`src/rtl/nic_regport_pkg.sv`:
```
package nic_regport_pkg;
  typedef enum logic [1:0] {PORT_NONE, PORT_STAT, PORT_PTR, PORT_CFG} port_e;

  localparam logic [4:0] OFS_DATA    = 5'h10;
  localparam logic [4:0] OFS_PTR_WD  = 5'h12;
  localparam logic [4:0] OFS_PTR_DW  = 5'h14;
  localparam logic [4:0] OFS_CFG_WD  = 5'h16;
  localparam logic [4:0] OFS_CFG_DW  = 5'h1C;

  localparam logic [7:0] IDX_STATUS  = 8'd0;
  localparam logic [7:0] IDX_MASK    = 8'd3;
  localparam logic [7:0] IDX_MISSCNT = 8'd112;

  localparam int B_ERR   = 15;
  localparam int B_CERR  = 13;
  localparam int B_MISS  = 12;
  localparam int B_MERR  = 11;
  localparam int B_IENA  = 6;
  localparam int B_STOP  = 2;
endpackage

```
`src/rtl/nic_regport_decode.sv`:
```
module nic_regport_decode
  import nic_regport_pkg::*;
(
  input  logic       en,
  input  logic       we,
  input  logic       dword_mode,
  input  logic [4:0] addr,
  output port_e      sel,
  output logic       wr
);
  logic [4:0] ptr_ofs;
  logic [4:0] cfg_ofs;

  always_comb begin
    ptr_ofs = dword_mode ? OFS_PTR_DW : OFS_PTR_WD;
    cfg_ofs = dword_mode ? OFS_CFG_DW : OFS_CFG_WD;
    sel     = PORT_NONE;
    if (en) begin
      if (addr == OFS_DATA)     sel = PORT_STAT;
      else if (addr == ptr_ofs) sel = PORT_PTR;
      else if (addr == cfg_ofs) sel = PORT_CFG;
    end
    wr = en & we;
  end
endmodule

```
`src/rtl/nic_regport_colwatch.sv`:
```
module nic_regport_colwatch #(
  parameter int COL_WINDOW = 20
) (
  input  logic clk,
  input  logic rst_n,
  input  logic clr,
  input  logic enable,
  input  logic start,
  input  logic col,
  output logic fire
);
  localparam int CW = $clog2(COL_WINDOW + 1);

  logic          armed_q;
  logic [CW-1:0] left_q;

  assign fire = armed_q & enable & ~col & (left_q == CW'(1));

  always_ff @(posedge clk or negedge rst_n) begin
    if (!rst_n) begin
      armed_q <= 1'b0;
      left_q  <= '0;
    end else if (clr || !enable) begin
      armed_q <= 1'b0;
      left_q  <= '0;
    end else if (start) begin
      armed_q <= 1'b1;
      left_q  <= CW'(COL_WINDOW);
    end else if (armed_q) begin
      if (col || left_q == CW'(1)) armed_q <= 1'b0;
      left_q <= left_q - CW'(1);
    end
  end
endmodule

```
`src/rtl/nic_regport_satcnt.sv`:
```
module nic_regport_satcnt #(
  parameter int W = 16
) (
  input  logic         clk,
  input  logic         rst_n,
  input  logic         clr,
  input  logic         inc,
  output logic [W-1:0] cnt
);
  always_ff @(posedge clk or negedge rst_n) begin
    if (!rst_n)                  cnt <= '0;
    else if (clr)                cnt <= '0;
    else if (inc && cnt != '1)   cnt <= cnt + W'(1);
  end
endmodule

```
`src/rtl/nic_regport.sv`:
```
module nic_regport
  import nic_regport_pkg::*;
#(
  parameter int NUM_CFG    = 8,
  parameter int CFG_W      = 16,
  parameter int CNT_W      = 16,
  parameter int COL_WINDOW = 20
) (
  input  logic        clk,
  input  logic        rst_n,
  input  logic        soft_rst,
  input  logic        dword_mode,
  input  logic        io_en,
  input  logic        io_we,
  input  logic [4:0]  io_addr,
  input  logic [31:0] io_wdata,
  output logic [31:0] io_rdata,
  input  logic        miss_evt,
  input  logic        mem_err_evt,
  input  logic        tx_done,
  input  logic        col_in,
  input  logic        full_duplex,
  output logic        irq
);
  port_e             sel;
  logic              wr;
  logic              ptr_we, stat_we, mask_we, cfg_we;
  logic [7:0]        ptr_q;
  logic              cerr_q, miss_q, merr_q, iena_q, stop_q;
  logic              msk_miss_q, msk_merr_q;
  logic              cerr_set, stop_now;
  logic [31:0]       clr_bits;
  logic [CNT_W-1:0]  miss_cnt;
  logic [CFG_W-1:0]  cfg_q [NUM_CFG];
  logic [CFG_W-1:0]  cfg_rd;
  logic [31:0]       stat_rd;
  logic              unused_hi;

  assign unused_hi = ^io_wdata[31:16];

  nic_regport_decode u_dec (
    .en(io_en), .we(io_we), .dword_mode(dword_mode), .addr(io_addr),
    .sel(sel), .wr(wr)
  );

  assign ptr_we  = wr && sel == PORT_PTR;
  assign stat_we = wr && sel == PORT_STAT && ptr_q == IDX_STATUS;
  assign mask_we = wr && sel == PORT_STAT && ptr_q == IDX_MASK;
  assign cfg_we  = wr && sel == PORT_CFG;

  assign clr_bits = stat_we ? io_wdata : 32'd0;
  assign stop_now = stat_we & io_wdata[B_STOP];

  always_ff @(posedge clk or negedge rst_n) begin
    if (!rst_n)         ptr_q <= '0;
    else if (soft_rst)  ptr_q <= '0;
    else if (ptr_we)    ptr_q <= io_wdata[7:0];
  end

  always_ff @(posedge clk or negedge rst_n) begin
    if (!rst_n) begin
      cerr_q <= 1'b0; miss_q <= 1'b0; merr_q <= 1'b0;
      iena_q <= 1'b0; stop_q <= 1'b0;
      msk_miss_q <= 1'b0; msk_merr_q <= 1'b0;
    end else if (soft_rst) begin
      cerr_q <= 1'b0; miss_q <= 1'b0; merr_q <= 1'b0;
      iena_q <= 1'b0; stop_q <= 1'b0;
      msk_miss_q <= 1'b0; msk_merr_q <= 1'b0;
    end else begin
      miss_q <= miss_evt    | (miss_q & ~clr_bits[B_MISS]);
      merr_q <= mem_err_evt | (merr_q & ~clr_bits[B_MERR]);
      if (stop_q || stop_now) cerr_q <= 1'b0;
      else                    cerr_q <= cerr_set | (cerr_q & ~clr_bits[B_CERR]);
      if (stat_we) begin
        iena_q <= io_wdata[B_IENA];
        stop_q <= io_wdata[B_STOP];
      end
      if (mask_we) begin
        msk_miss_q <= io_wdata[B_MISS];
        msk_merr_q <= io_wdata[B_MERR];
      end
    end
  end

  nic_regport_colwatch #(.COL_WINDOW(COL_WINDOW)) u_col (
    .clk(clk), .rst_n(rst_n), .clr(soft_rst),
    .enable(~full_duplex & ~stop_q), .start(tx_done), .col(col_in),
    .fire(cerr_set)
  );

  nic_regport_satcnt #(.W(CNT_W)) u_cnt (
    .clk(clk), .rst_n(rst_n), .clr(soft_rst), .inc(miss_evt), .cnt(miss_cnt)
  );

  for (genvar g = 0; g < NUM_CFG; g++) begin : g_cfg
    always_ff @(posedge clk or negedge rst_n) begin
      if (!rst_n)                             cfg_q[g] <= '0;
      else if (soft_rst)                      cfg_q[g] <= '0;
      else if (cfg_we && ptr_q == 8'(g))      cfg_q[g] <= io_wdata[CFG_W-1:0];
    end
  end

  always_comb begin
    cfg_rd = '0;
    for (int i = 0; i < NUM_CFG; i++)
      if (ptr_q == 8'(i)) cfg_rd = cfg_q[i];
  end

  always_comb begin
    stat_rd = 32'd0;
    case (ptr_q)
      IDX_STATUS: begin
        stat_rd[B_ERR]  = cerr_q | miss_q | merr_q;
        stat_rd[B_CERR] = cerr_q;
        stat_rd[B_MISS] = miss_q;
        stat_rd[B_MERR] = merr_q;
        stat_rd[B_IENA] = iena_q;
        stat_rd[B_STOP] = stop_q;
      end
      IDX_MASK: begin
        stat_rd[B_MISS] = msk_miss_q;
        stat_rd[B_MERR] = msk_merr_q;
      end
      IDX_MISSCNT: stat_rd = 32'(miss_cnt);
      default:     stat_rd = 32'd0;
    endcase
  end

  always_comb begin
    io_rdata = 32'd0;
    if (!io_we) begin
      case (sel)
        PORT_STAT: io_rdata = stat_rd;
        PORT_PTR:  io_rdata = {24'd0, ptr_q};
        PORT_CFG:  io_rdata = 32'(cfg_rd);
        default:   io_rdata = 32'd0;
      endcase
    end
  end

  assign irq = iena_q & ((miss_q & ~msk_miss_q) | (merr_q & ~msk_merr_q));
endmodule

```
`config.mk`:
```
export PLATFORM = sky130hd
export DESIGN_NAME = nic_regport
export DESIGN_NICKNAME = d
export VERILOG_FILES = /design/src/rtl/nic_regport_pkg.sv /design/src/rtl/nic_regport_decode.sv /design/src/rtl/nic_regport_colwatch.sv /design/src/rtl/nic_regport_satcnt.sv /design/src/rtl/nic_regport.sv
export SDC_FILE = /design/constraint.sdc
export NUM_CORES = 1
export LEC_CHECK = 0
export ABC_CLOCK_PERIOD_IN_PS = 3400
export CAP_MARGIN = 20
export CORE_ASPECT_RATIO = 1.25
export CORE_MARGIN = 8
export CORE_UTILIZATION = 58
export DETAILED_ROUTE_END_ITERATION = 12
export GPL_ROUTABILITY_DRIVEN = 0
export PLACE_DENSITY = 0.79
export SETUP_SLACK_MARGIN = 0.15
export SYNTH_ARGS = -nofsm -noshare
export SYNTH_HDL_FRONTEND = slang
export SYNTH_HIERARCHICAL = 1
export SYNTH_SLANG_ARGS = --single-unit
```
`constraint.sdc`:
```
create_clock -name clk -period 3.4 [get_ports clk]
set_clock_uncertainty 0.15 [all_clocks]
set_input_delay 0.68 -clock clk [delete_from_list [all_inputs] [get_ports clk]]
set_output_delay 0.68 -clock clk [all_outputs]
set_load 0.02 [all_outputs]
```
==> results by group, run 1 <==
Status
  – Status: finished with violations
  – Failing checks: setup timing

Floorplanning
  – I/O pins: 81
  – Row cnt: 51
  – Starting Density: about three fifths
  – Die Y: ~160 um
  – Die W: between 100 and 150 um
  – Die area: 20,000 um2
  – Core Region: 15,500 um2

Cells and area
  – Final #Nets: 1,135
  – Layout Utilization: 72.4%
  – Area occupied by multi-input gates: a little under 5000 um2
  – Fill cells: 1,109
  – Area grow syn2layout: 23.2%
  – Ant diodes: 0
  – Final Non-Filler Cells: 1,309
  – FF/Latch Area: 4130 um2
  – Fin area: approximately 11,000 um2
  – Share of layout cells above drive strength 1: 21.4%

Global routing
  – Vias in the first global route: 8,230
  – Global-route wire length before repair: about 44,000 um
  – GR Overflow Total: 0
  – GRT Util Overall: between 20% and 30%
  – Initial antenna violation count: 0
  – Largest net degree at the start of global routing: 90

Clock tree
  – Cts hold-fix bufs: 0
  – Clock Sink Count: 165
  – CTS H-tree depth: 4
  – CTS tree: built
  – Worst skew pair latency: roughly 0.44 ns
  – CTS root buffer: clkbuf_16
  – Worst-path clk slew: 0.07 ns
  – Clock buffer depth: 2
  – Total CTS buffers: 17

STA
  – Slew @ Worst Pin: 0.895 ns
  – Sum Neg Setup Slack: -0.218 ns
  – Final hold vios: 0
  – Min Hold Slack: around 0.086 ns
  – Final period demand of the worst path: roughly 3.5 ns
  – Period utilization: 102%
  – Highest Clock Rate: 287 MHz
  – Post-route setup slack: -0.0836 ns
  – RSZ-0062 raised after global routing: true
  – Final setup viols: 3
  – Slew Limit Fails: 0
  – Slew HR: 39.9%

Logic synthesis
  – Mapped Area: 9110 um2
  – EDFF count, synth: 0
  – Most numerous cell in the Yosys netlist: nand2_1
  – Synth Area per Inst: 9.00 um2
  – Top FF cell, synth: dfrtp_1
  – Yosys warnings: 6
  – Synth area leaders: dfrtp_1, nand2_1, a21oi_1
  – #FFs+latches synth: 165
  – Library cells used by synthesis: 79
  – Sequential fraction of the synthesis area: 45.3%
  – Synth top area share: 45.3%
  – Area leader, netlist: dfrtp_1
  – Cell count after synthesis: between 1,000 and 1,500
  – Ys async rst share: 100%
  – Synth top cells by count: nand2_1, dfrtp_1, a21oi_1

Worst setup path
  – Critical path data arrival time: ~2.7 ns
  – CP Cell Sequence: buf_6 -> or3_4 -> a31oi_4 -> buf_6 -> buf_6 -> nor2b_2 -> buf_6 -> and3_4 -> a311oi_4 -> o31ai_2 -> buf_2
  – Buf/Inv on CP: 5
  – Worst EP required: 2.57 ns
  – Reg2reg end: cfg_q[90]
  – Crit path max fanout: 5
  – Startpoint Class: input pin
  – Reg2Reg Setup Slack: 0.78 ns
  – CP delay by family, top: buffers and inverters
  – Setup CP Type: input pin to primary output
  – Crit end category: primary output
  – Crit Reg-Reg Startpoint: ptr_q[4]
  – CP max stage cell: or3_4
  – Crit path top cell by count: buf_6
  – Crit path largest cell delay: 0.39 ns
  – FF-to-FF path depth: 7

Pwr
  – Total power: 4.21 mW
  – Pwr per Cell Area: around 380 nW/um2
  – Lkg Pwr: 4.58 nW
  – VDD IR max: roughly 330 uV

Placement
  – DP Area: 10,200 um2
  – PortBufs: 48
  – Setup Slack @ Placement: -0.956 ns
  – Post-detail-place hpwl: around 18,000 um
  – Cells after DPL: approximately 1,300

Worst hold path
  – Class of the tightest hold or removal check: input pin to asynchronous set/reset pin

Route
  – 1st-pass router iterations: 7
  – Antenna Violating Nets Remaining: 0
  – Per-cell routed wire length: 21.3 um
  – Total number of vias: 8,360
  – Drt drc: 0
  – Via density per instance: between 6 and 7
  – Post-Route WL: 27,800 um
  – Number of DRC markers in iteration 0: ~950

Flow run
  – Maxcap violations: 0
-- cells by family (layout without fill, tap and decap cells) --
kind of cell | after synthesis | count (layout) | synth area share (%)
simple gates | 413 | 413 | 22.5
xor+xnor | 4 | 4 | 0.385
fa+ha+maj | 3 | 3 | 0.412
compound gates | 234 | 234 | 15.8
other cells | 1 | 16 | 0.0412
buf+inv | 119 | 189 | 6.29
mux | 73 | 73 | 9.23
flops | 165 | 165 | 45.3
-- report_power, final --
group	internal (mW)	switching [mW]	total (mW)
Clock	1.11	0.876	1.98
Sequential	1.97	0.00865	1.98
Combinational	0.0780	0.173	0.251
Total	3.15	1.06	4.21
-- worst max-delay path by stage --
stage                          start            to  slack, ns  depth (start not counted)
after floorplan           io_addr[1]   io_rdata[4]       0.15                          7
after global placement    io_addr[1]  io_rdata[13]      -0.88                          9
after detailed placement  io_addr[1]   io_rdata[3]      -0.96                          9
after CTS                 io_addr[3]  io_rdata[13]       0.03                          9
after global routing      io_addr[1]   io_rdata[3]      -0.13                         11
final                     io_addr[1]   io_rdata[3]      -0.08                         11
-- final cells by class --
cell class | instances | share of cell area [%]
clock buffers | 17 | 3.79
inverters | 16 | 0.535
multi-input cells | 743 | 42.9
well taps | 212 | 2.36
flip-flops and latches | 165 | 36.8
repair buffers | 141 | 12.1
clock inverters | 15 | 1.51
-- state kept, by name, indices dropped and copies added, names as in the netlist --
register	cells
cerr_q	1
cfg_q	128
iena_q	1
merr_q	1
miss_q	1
msk_merr_q	1
msk_miss_q	1
ptr_q	8
stop_q	1
u_cnt/cnt	16
u_col/armed_q	1
u_col/left_q	5
-- cell usage in the layout (no fill, tap or decap), types with 6 or more instances in the layout --
cell type / n
o21ai_0: 14
buf_12: 10
nand4_1: 15
mux2i_1: 57
clkdlybuf4s50_1: 23
conb_1: 16
buf_6: 25
nor4_4: 7
o211ai_1: 7
o22ai_1: 11
nor2_1: 55
or4_1: 7
o31ai_1: 8
clkbuf_16: 17
buf_4: 75
inv_1: 16
nand2_1: 225
mux4_2: 8
a2bb2oi_1: 7
dfrtp_1: 164
a21oi_1: 120
nand3_1: 19
nand2b_1: 6
o21ai_1: 6
a22oi_1: 6
nor2b_1: 6
-- metal layers --
metal  vias to the layer above  track usage (%)  share of wire (%)
met1                      4077             34.0                 37
met3                       118             6.63                8.7
met2                       464             46.6                 50
met4                         0             14.5                4.2
li1                       3701                -                  -
met5                         -                0                  0
-- timing repair --
action,CTS,global route
pin swaps,22,16
cloned,1,0
buffers inserted,13,2
endpoints found under the setup margin,16,16
gates resized for setup,149,45
Note: power is estimated with default switching activity, not from simulation.
==> inputs of run 2 (changes only) <==
- CORE_UTILIZATION: 58 -> 43
- PLACE_DENSITY: 0.79 -> 0.61
==> run 2 against run 1 <==
The run now ends clean. Global-route usage down 7.0 points. Combinational power is essentially flat. Non-clock buffer count up 11. Power decreased by 0.54%. Register-to-register slack got worse by 0.28 ns. Clock power barely moved. First-iteration DRC count fell by 27%. Design area rose by 0.66%. Wire length decreased by 1.6%. Via count shrank 5.9%. Sequential share of layout area fell by 0.24 points. Sequential power hardly changed. Critical path type unchanged.
==> results by group, run 2 (synthesized netlist as in run 1, its figures left out) <==
Global routing
  – GR Overflow Total: 0
  – Initial antenna violation count: 0
  – Met1 Track Usage GR: 27.1%
  – Met2 usage: 36.1%
  – Global-route wire length before repair: 44,000 um
  – Met3 Track Usage GR: under 10%
  – GRT Util Overall: approximately a fifth
  – Vias in the first global route: 7,801
  – Grt peak-use layer: met2
  – Largest net degree at the start of global routing: 87

Route
  – Via density per instance: 5.69
  – 1st-pass router iterations: 6
  – Antenna Violating Nets Remaining: 0
  – Total number of vias: 7,864
  – Post-Route WL: 27,400 um
  – Number of DRC markers in iteration 0: 693
  – Drt drc: 0
  – Per-cell routed wire length: 19.8 um

Clock tree
  – CTS H-tree depth: 4
  – Worst-path clk slew: roughly 0.070 ns
  – CTS root buffer: clkbuf_16
  – Worst skew pair latency: between 0.4 and 0.5 ns
  – CTS tree: built
  – Clock buffer depth: 2
  – Total CTS buffers: 17
  – Cts hold-fix bufs: 0
  – Clock Sink Count: 165

Worst setup path
  – FF-to-FF path depth: 10
  – Crit end category: primary output
  – Worst EP required: 2.57 ns
  – Critical path data arrival time: 2.57 ns
  – Startpoint Class: input pin
  – Setup CP Type: input pin to primary output
  – Crit path max fanout: 6

Floorplanning
  – Core Region: 20,800 um2
  – Die Y: 179 um
  – Row cnt: 59
  – I/O pins: 81
  – Starting Density: 43.8%
  – Die W: 146 um
  – Die area: 26,100 um2

Pwr
  – Pwr per Cell Area: ~370 nW/um2
  – Lkg Pwr: 4.64 nW
  – Total power: 4.19 mW
  – VDD IR max: 357 uV

Cells and area
  – Share of layout cells above drive strength 1: 21.5%
  – Commonest non-fill, non-tap cell in the layout: nand2_1
  – Final Non-Filler Cells: 1,382
  – Area grow syn2layout: 24.0%
  – Regs by FF count: cfg_q (128), u_cnt/cnt (16), ptr_q (8)
  – Fill cells: 1,913
  – FF/Latch Area: 4130 um2
  – Final #Nets: 1,146
  – Area occupied by multi-input gates: approximately 4800 um2
  – Max reg flops: between 100 and 150
  – Layout Utilization: 54.3%
  – Fin area: around 11,000 um2
  – Ant diodes: 0
  – Largest register by flop count: cfg_q
  – Commonest cells after routing, fill and taps aside: nand2_1, dfrtp_1, a21oi_1, buf_4, mux2i_1

STA
  – Min Hold Slack: 0.105 ns
  – Period utilization: 99.9%
  – Final setup viols: 0
  – RSZ-0062 raised after global routing: true
  – Final period demand of the worst path: roughly 3.4 ns
  – Final hold vios: 0
  – Post-route setup slack: 0.00251 ns
  – Slew HR: 39.5%
  – Slew @ Worst Pin: 0.901 ns
  – Highest Clock Rate: 294 MHz
  – Slew Limit Fails: 0
  – Sum Neg Setup Slack: 0 ns

Worst hold path
  – Class of the tightest hold or removal check: input pin to asynchronous set/reset pin

Placement
  – PortBufs: between 40 and 50
  – Setup Slack @ Placement: -0.972 ns
  – Post-detail-place hpwl: between 15,000 and 20,000 um
  – DP Area: 10,300 um2
  – Cells after DPL: 1,333

Status
  – Status: complete, no violations

Flow run
  – Maxcap violations: 0
[run 2: critical path: stages]
cell and delay, ns:
buf_6 0.10, or3_4 0.39, a31oi_4 0.19, buf_6 0.16, buf_6 0.13, buf_6 0.10
nand3b_1 0.12, nor2_2 0.15, a31oi_1 0.09, o211ai_1 0.26, buf_4 0.19
[run 2: final timing paths]
kind                             from               to  slack, ns
min in group clk            cfg_q[79]        cfg_q[79]       0.37
hold / removal                  rst_n  u_col/left_q[4]       0.11
setup / recovery           io_addr[3]      io_rdata[4]      0.003
hold reg to reg             cfg_q[79]        cfg_q[79]       0.37
setup reg to reg             ptr_q[7]        cfg_q[20]       0.50
max in group asynchronous       rst_n        cfg_q[31]       2.24
[run 2: final cells by class]
type | instances | share of cell area, %
Multi-Input combinational cell | 743 | 42.1
Timing Repair Buffer | 152 | 12.5
Sequential cell | 165 | 36.6
Clock inverter | 14 | 1.37
Inverter | 16 | 0.532
Clock buffer | 18 | 3.89
Tap cell | 274 | 3.04
[run 2: where the power goes]
group | total [mW] | internal, mW | switching (mW)
Sequential | 1.98 | 1.97 | 0.00917
Clock | 1.96 | 1.06 | 0.896
Combinational | 0.251 | 0.0787 | 0.172
Total | 4.19 | 3.11 | 1.08
[run 2: repair_timing]
| item | CTS | global route |
|---|---|---|
| setup endpoints to repair | 16 | 16 |
| pin swaps | 22 | 12 |
| buffers inserted | 15 | 2 |
| gates resized for setup | 153 | 20 |
[run 2: layer usage]
metal | part of all wire [%] | wire (um)
met1 | 44 | 12000
met2 | 50 | 13600
met3 | 4.5 | 1220
met4 | 2.0 | 556
met5 | 0 | 0
